`src/rtl/qdec_counter.sv`:
```
module qdec_counter #(
  parameter int CNT_W = 16
) (
  input  logic             clk,
  input  logic             rst_n,
  input  logic             run,
  input  logic             cfg_wr,
  input  logic             cfg_quad,
  input  logic [1:0]       cfg_edge,
  input  logic [CNT_W-1:0] cfg_limit,
  input  logic             a_in,
  input  logic             b_in,
  output logic [CNT_W-1:0] count_o,
  output logic             dir_up_o,
  output logic             cfg_err_o,
  output logic             phase_err_o
);
  localparam logic [1:0]       EDGE_RISE = 2'd0;
  localparam logic [1:0]       EDGE_FALL = 2'd1;
  localparam logic [1:0]       EDGE_BOTH = 2'd2;
  localparam logic [CNT_W-1:0] LIMIT_RST = {CNT_W{1'b1}};

  logic [1:0]       a_sync, b_sync;
  logic             a_prev, b_prev;
  logic             run_q;
  logic             quad_q;
  logic [1:0]       edge_q;
  logic [CNT_W-1:0] limit_q;

  always_ff @(posedge clk or negedge rst_n)
    if (!rst_n) begin
      a_sync <= '0;
      b_sync <= '0;
      a_prev <= 1'b0;
      b_prev <= 1'b0;
    end else begin
      a_sync <= {a_sync[0], a_in};
      b_sync <= {b_sync[0], b_in};
      a_prev <= a_sync[1];
      b_prev <= b_sync[1];
    end

  wire a_s    = a_sync[1];
  wire b_s    = b_sync[1];
  wire a_rise = a_s & ~a_prev;
  wire a_fall = ~a_s & a_prev;
  wire b_rise = b_s & ~b_prev;
  wire b_fall = ~b_s & b_prev;

  wire rise_on = (edge_q == EDGE_RISE) || (edge_q == EDGE_BOTH);
  wire fall_on = (edge_q == EDGE_FALL) || (edge_q == EDGE_BOTH);

  wire a_evt = (a_rise & rise_on) | (a_fall & fall_on);
  wire b_evt = (b_rise & rise_on) | (b_fall & fall_on);

  wire clash   = quad_q & (a_rise | a_fall) & (b_rise | b_fall);
  wire a_up    = a_rise ? ~b_s : b_s;
  wire b_up    = b_rise ? a_s : ~a_s;
  wire step    = quad_q ? ((a_evt | b_evt) & ~clash) : a_evt;
  wire step_up = ~quad_q | (a_evt ? a_up : b_up);

  wire start  = run & ~run_q;
  wire cfg_ok = cfg_wr & ~run_q & (cfg_edge != 2'd3);

  always_ff @(posedge clk or negedge rst_n)
    if (!rst_n) begin
      run_q     <= 1'b0;
      quad_q    <= 1'b0;
      edge_q    <= EDGE_RISE;
      limit_q   <= LIMIT_RST;
      cfg_err_o <= 1'b0;
    end else begin
      run_q <= run;
      if (cfg_wr) cfg_err_o <= ~cfg_ok;
      if (cfg_ok) begin
        quad_q  <= cfg_quad;
        edge_q  <= cfg_edge;
        limit_q <= cfg_limit;
      end
    end

  always_ff @(posedge clk or negedge rst_n)
    if (!rst_n) begin
      count_o     <= '0;
      dir_up_o    <= 1'b1;
      phase_err_o <= 1'b0;
    end else if (start) begin
      count_o     <= '0;
      dir_up_o    <= 1'b1;
      phase_err_o <= 1'b0;
    end else if (run_q) begin
      if (clash) phase_err_o <= 1'b1;
      if (step) begin
        dir_up_o <= step_up;
        if (step_up) count_o <= (count_o == limit_q) ? '0 : count_o + 1'b1;
        else         count_o <= (count_o == '0) ? limit_q : count_o - 1'b1;
      end
    end
endmodule

```
`config.mk`:
```
export PLATFORM = sky130hd
export DESIGN_NAME = qdec_counter
export DESIGN_NICKNAME = d
export VERILOG_FILES = /design/src/rtl/qdec_counter.sv
export SDC_FILE = /design/constraint.sdc
export NUM_CORES = 1
export LEC_CHECK = 0
export BUFFER_PORTS_ARGS = -buffer_cell sky130_fd_sc_hd__buf_2
export CAP_MARGIN = 20
export CORE_ASPECT_RATIO = 0.8
export CORE_MARGIN = 2
export CORE_UTILIZATION = 60
export CTS_CLUSTER_DIAMETER = 80
export CTS_CLUSTER_SIZE = 25
export DETAILED_ROUTE_END_ITERATION = 6
export PLACE_DENSITY = 0.81
export SKIP_CTS_REPAIR_TIMING = 1
export SYNTH_ARGS = -nofsm -noshare
export SYNTH_HDL_FRONTEND = slang
export SYNTH_SLANG_ARGS = --single-unit
```
`constraint.sdc`:
```
create_clock -name clk -period 3.95 [get_ports clk]
set_input_delay 0.395 -clock clk [delete_from_list [all_inputs] [get_ports clk]]
set_output_delay 0.395 -clock clk [all_outputs]
set_load 0.05 [all_outputs]
```
======== Word level (Yosys, flattened, before mapping) ========
Cells that the tools add are included.
word-level totals
  input port bits ......................... 25
  logic and storage cells ................. 71
  flip-flop bits (word level) ............. 45
  output and inout bits ................... 19
operators by class
  reduce and logical (&&, ||, !) cells .... 9
  multiplexer cells ....................... 16
  add/subtract/negate cells ............... 2
  bitwise operators ....................... 28
  eq/ne operators ......................... 4
operators by type and width
  kind                                                                    number
  16-bit 2-to-1 mux                                                       6
  16-bit by 1-bit adder with 16-bit output (second input constant)        1
  16-bit equality test                                                    1
  16-bit logical NOT                                                      1
  16-bit by 1-bit subtractor with 16-bit output (second input constant)   1
  1-bit AND                                                               14
  1-bit 2-to-1 mux                                                        10
  1-bit inverter                                                          8
  1-bit OR                                                                6
  2-bit nonzero test                                                      3
  2-bit AND reduction                                                     2
  2-bit by 1-bit equality test with 1-bit output (second input constant)  1
  2-bit equality test (second input constant)                             1
  2-bit logical NOT                                                       1
  1-bit logical OR                                                        2
  2-bit != test (second input constant)                                   1

======== Depth between registers and ports, before layout ========
  depth in word-level cells ............... 11
  mapped depth ............................ 10
  gate-level depth less buffers ........... 8

======== Worst setup path before layout ========
OpenSTA, ideal clock, no wires.
  path type ............................... register to register
  from .................................... reg count_o[0]
  to ...................................... reg count_o[8]
  arrival ................................. 2.221 ns
  cell stages (with the launch flop) ...... 10
  data required time ...................... 3.826 ns
  setup time .............................. 0.124 ns
  setup slack ............................. 1.605 ns
  buffers on the path ..................... 1
  period minus slack after synthesis ...... 2.345 ns
  path through ............................ dfrtp_1 > clkbuf_2 > inv_1 > ha_1 > nor3b_2 > nand2_1 > or3_1 > xor2_1 > a211oi_1 > a211o_1
on the way
  cells in the longest elaborated chain, start to end .. 6
  elaborated cells between the ends (all ways) .. 10
  those cells by class .................... 2 x add/sub; 1 x eq/ne; 6 x mux; 1 x reduce/logical
RTL lines
  what                                                                         RTL line  text
  from (decl)                                                                  13        output logic [CNT_W-1:0] count_o,
  from (signal assigned)                                                       95        if (step_up) count_o <= (count_o == limit_q) ? '0 : count_o + 1'b1;
  from (signal assigned)                                                       96        else count_o <= (count_o == '0) ? limit_q : count_o - 1'b1;
  16-bit by 1-bit subtractor with 16-bit output, or another cell as far along  96
  16-bit 2-to-1 mux (on tied branches)                                         96, 95
  16-bit 2-to-1 mux *                                                          95
  16-bit 2-to-1 mux *                                                          93        if (step) begin
  16-bit 2-to-1 mux *                                                          91        end else if (run_q) begin
  16-bit 2-to-1 mux *                                                          87        end else if (start) begin
Every way passes the cells marked *; elsewhere a longest branch is shown, timed or not. The select of a mux whose other input is x is not followed.
A chain may end at the register's enable or synchronous reset.

======== Worst setup path in the final report ========
  from .................................... reg edge_q[1]
  to ...................................... reg count_o[2]
on the way
  cells in the longest elaborated chain, start to end .. 10
  elaborated cells between the ends (all ways) .. 22
  those cells by class .................... 2 x eq/ne; 6 x mux; 9 x bitwise; 5 x reduce/logical
RTL lines
  what                                               RTL line  text
  from (decl)                                        27        logic [1:0] edge_q;
  from (signal assigned)                             77        edge_q <= cfg_edge;
  2-bit equality test, or another cell as far along  50, 51
  1-bit logical OR (on tied branches)                50, 51
  1-bit AND                                          53        wire a_evt = (a_rise & rise_on) | (a_fall & fall_on);
  1-bit OR                                           53
  1-bit 2-to-1 mux                                   60        wire step_up = ~quad_q | (a_evt ? a_up : b_up);
  1-bit OR                                           60
  16-bit 2-to-1 mux                                  95
  16-bit 2-to-1 mux                                  93
  16-bit 2-to-1 mux                                  91
  16-bit 2-to-1 mux                                  87
Several ways; a longest one is shown, not always the timed one. The select of a mux whose other input is x is not followed.

==> results_dict.tcl <==
set metrics [dict create \
    status "finished, final reports clean" \
    clkTransAtPathRegs_ns 0.09 \
    crit_path_end_kind "flip-flop" \
    die_w_um 83.6 \
    cp-start-kind "flip-flop" \
    grtUsageTotal_pct 27.1 \
    grt_max_degree 46 \
    synth_edf_count 0 \
    hold_viol_final 0 \
    vias 2502 \
    r2r-end "count_o[2]$_DFFE_PN0P_" \
    grt-ovfl-total 0 \
    crit_type "flip-flop to flip-flop" \
    synth_fp_nets 349 \
    diodes 0 \
    initial_core_util_pct 61.4 \
    maxCapViolCount 0 \
    synth_top_area_share_pct 23.1 \
    drt-total-wl_mm 7.23 \
    wl_per_cell_um 17.7 \
    die_area_mm2 0.00565 \
    power.total_uw 2760 \
    mappedNetlistArea_mm2 0.00304 \
    power_leakage_uw 0.00154 \
    fmax_ghz 0.353 \
    synth_area_per_cell_um2 9.65 \
    rr_worst_depth 8 \
    final.setup.tns_ns 0 \
    finClkSkew_ns 0.0108 \
    synth_async_sr_flop_share_pct 100 \
    rsz0062_at_grt "no" \
    drive_gt1_share_pct 29.5 \
    power_density_mw_per_mm2 834 \
    h-tree-depth 2 \
    dpl.hpwl_mm 5.37 \
    dp_cells 398 \
    clockRootBuffer "clkbuf_8" \
    cts_buffers 5 \
    drc 0 \
    coreArea_mm2 0.00495 \
    ys_types 55 \
    timing.rr.start "edge_q[1]$_DFFE_PN0P_" \
    hold_start "b_in" \
    vias_per_cell 6.13 \
    clockBufferDepth 2 \
    ys_seq_area_share_pct 37.8 \
    min_delay_path_depth 1 \
    netlist.top_cell.by_area "dfrtp_1" \
    final_nets 379 \
    cp_max_fo 19 \
    synth-seq-cells 45 \
    peakVddDrop_mv 0.455 \
    relSlewSlack_pct 51.5 \
    ant_nets 0 \
    place.gp.congestion 0.997 \
    syn2layout_area_growth_pct 9.06 \
    fin_crit_sh_pct 71.8 \
    io_buffers 43 \
    antenna_found_initial 0 \
    cts_sinks 45 \
    slew_violations 0 \
    cp.required_ns 4.20 \
    core.rowCount 23 \
    cts_tree "done" \
    clkLatencyLatePin_ns 0.30 \
    r2r_slack_ns 1.12 \
    postSynthCellCount 315 \
    cp.arrival_ns 3.08 \
    drt_pass1_iterations 5 \
    yosys_most_used_dff "dfrtp_1" \
    setup_viol 0 \
    design_area_mm2 0.00331 \
    grt_pass1_vias 2257 \
    die_y_um 67.7 \
    yosys_warnings 0 \
    ioPinCount 44 \
    ys_top_cells_by_area "dfrtp_1 (23%), dfstp_2 (15%), mux2_2 (7.4%)" \
    placed_cell_area_mm2 0.00319 \
    min_path_type "primary input to flip-flop" \
    grt_pass1_wl_mm 12.0 \
    tightestPinTransition_ns 0.727 \
    final_cells 408 \
    whs_endpoint "b_sync[0]$_DFF_PN0_" \
    period_needed_ns 2.83 \
    drt_iter0_markers 384 \
]
==> per-stage QoR <==
step / utilization, % / hold slack [ns] / worst slack [ns]
final: 67.0 / 0.195 / 1.12
after global placement: 64.5 / 0.334 / 1.23
after floorplan: - / 0.0994 / 1.60
after global routing: 67.0 / 0.174 / 0.898
after CTS: 66.4 / 0.190 / 1.20
after detailed placement: 64.5 / 0.341 / 1.21
==> worst max path at each step <==
stage | depth (start not counted) | slack [ns] | startpoint | end
finish | 8 | 1.12 | edge_q[1]$_DFFE_PN0P_ | count_o[2]$_DFFE_PN0P_
global route | 8 | 0.90 | edge_q[1]$_DFFE_PN0P_ | count_o[2]$_DFFE_PN0P_
CTS | 8 | 1.20 | edge_q[1]$_DFFE_PN0P_ | count_o[7]$_DFFE_PN0P_
detailed placement | 8 | 1.21 | edge_q[1]$_DFFE_PN0P_ | count_o[2]$_DFFE_PN0P_
global placement | 8 | 1.23 | edge_q[1]$_DFFE_PN0P_ | count_o[7]$_DFFE_PN0P_
floorplan | 9 | 1.60 | count_o[0]$_DFFE_PN0P_ | count_o[8]$_DFFE_PN0P_
==> synthesized netlist by cell type (2+ instances only) <==
master     n
mux2_2    20
o21ai_0   21
nor2_1    23
inv_1     16
a211oi_1   3
o32ai_1    6
nand4_1    7
o211ai_1   5
buf_4      3
o31ai_1    5
a22o_1     7
nor2b_1    3
xnor2_1    5
nor4_1     5
a211o_1    6
and2_1     2
nor3b_1    4
dfrtp_1   28
buf_2     10
a31o_2     3
nor3_1     8
nand2b_1   2
and3_1     4
nand3_1   13
buf_6      4
dfstp_2   17
nand2_1   19
clkbuf_1   4
ha_1       9
mux2i_1    6
o21a_1     4
xor2_1    20
==> metal layers <==
layer	part of all wire, %	GRT usage (%)	wire length [um]	vias to the layer above
li1	-	-	-	1189
met1	50	41.7	3600	1165
met2	40	39.3	2910	138
met3	9.1	5.01	656	10
met4	0.97	6.65	70	0
met5	0	0	0	-
==> layout by cell type, fill, tap and decap left out, drive strengths merged, types with 4 or more instances in the layout <==
cell type | Yosys | final
buf | 17 | 44
dfrtp | 28 | 28
nor2 | 25 | 25
o21ai | 22 | 22
mux2 | 21 | 21
xor2 | 20 | 20
nand2 | 19 | 19
dfstp | 17 | 17
inv | 16 | 17
nand3 | 13 | 13
nor3 | 10 | 10
ha | 9 | 9
nand4 | 8 | 8
a22o | 7 | 7
mux2i | 6 | 6
a211o | 6 | 6
o32ai | 6 | 6
nor4 | 6 | 6
xnor2 | 5 | 5
o211ai | 5 | 5
o31ai | 5 | 5
clkbuf | 5 | 5
nor3b | 5 | 5
o21a | 4 | 4
and3 | 4 | 4
==> registers in the layout, summed over array words and instances (netlist names) <==
register and count:
a_prev 1, a_sync 2, b_prev 1, b_sync 2, cfg_err_o 1, count_o 16
dir_up_o 1, edge_q 2, limit_q 16, phase_err_o 1, quad_q 1, run_q 1
==> where the power goes <==
group | total (uW) | switching (uW) | internal, uW
clock network | 295 | 169 | 126
registers | 800 | 221 | 578
logic | 1670 | 1020 | 649
total | 2760 | 1410 | 1350
==> critical path: stages (launching register included) <==
cell	delay, ns
dfrtp_1	0.40
inv_1	0.06
ha_1	0.30
nand2_1	0.06
a21boi_0	0.22
o21a_1	0.61
nand3_1	0.59
o221ai_1	0.38
a22o_1	0.17
==> cell type report <==
cell class | count | area [um2]
Clock buffer | 5 | 68.8
Sequential cell | 45 | 1150
Multi-Input combinational cell | 232 | 1690
Fill cell | 400 | 1640
Tap cell | 62 | 77.6
Inverter | 16 | 60.1
Clock inverter | 3 | 21.3
Timing Repair Buffer | 45 | 245
==> cell families after synthesis <==
group / Yosys count / share of synthesized area (%)
buffers and inverters: 38 / 6.50
and+or+nand+nor: 103 / 18.8
xor gates and xnor gates: 25 / 7.20
muxes: 27 / 9.88
DFF: 45 / 37.8
adders and majority gates: 9 / 3.71
AOI/OAI and AO/OA: 68 / 16.2
(Power assumes the default switching activity.)
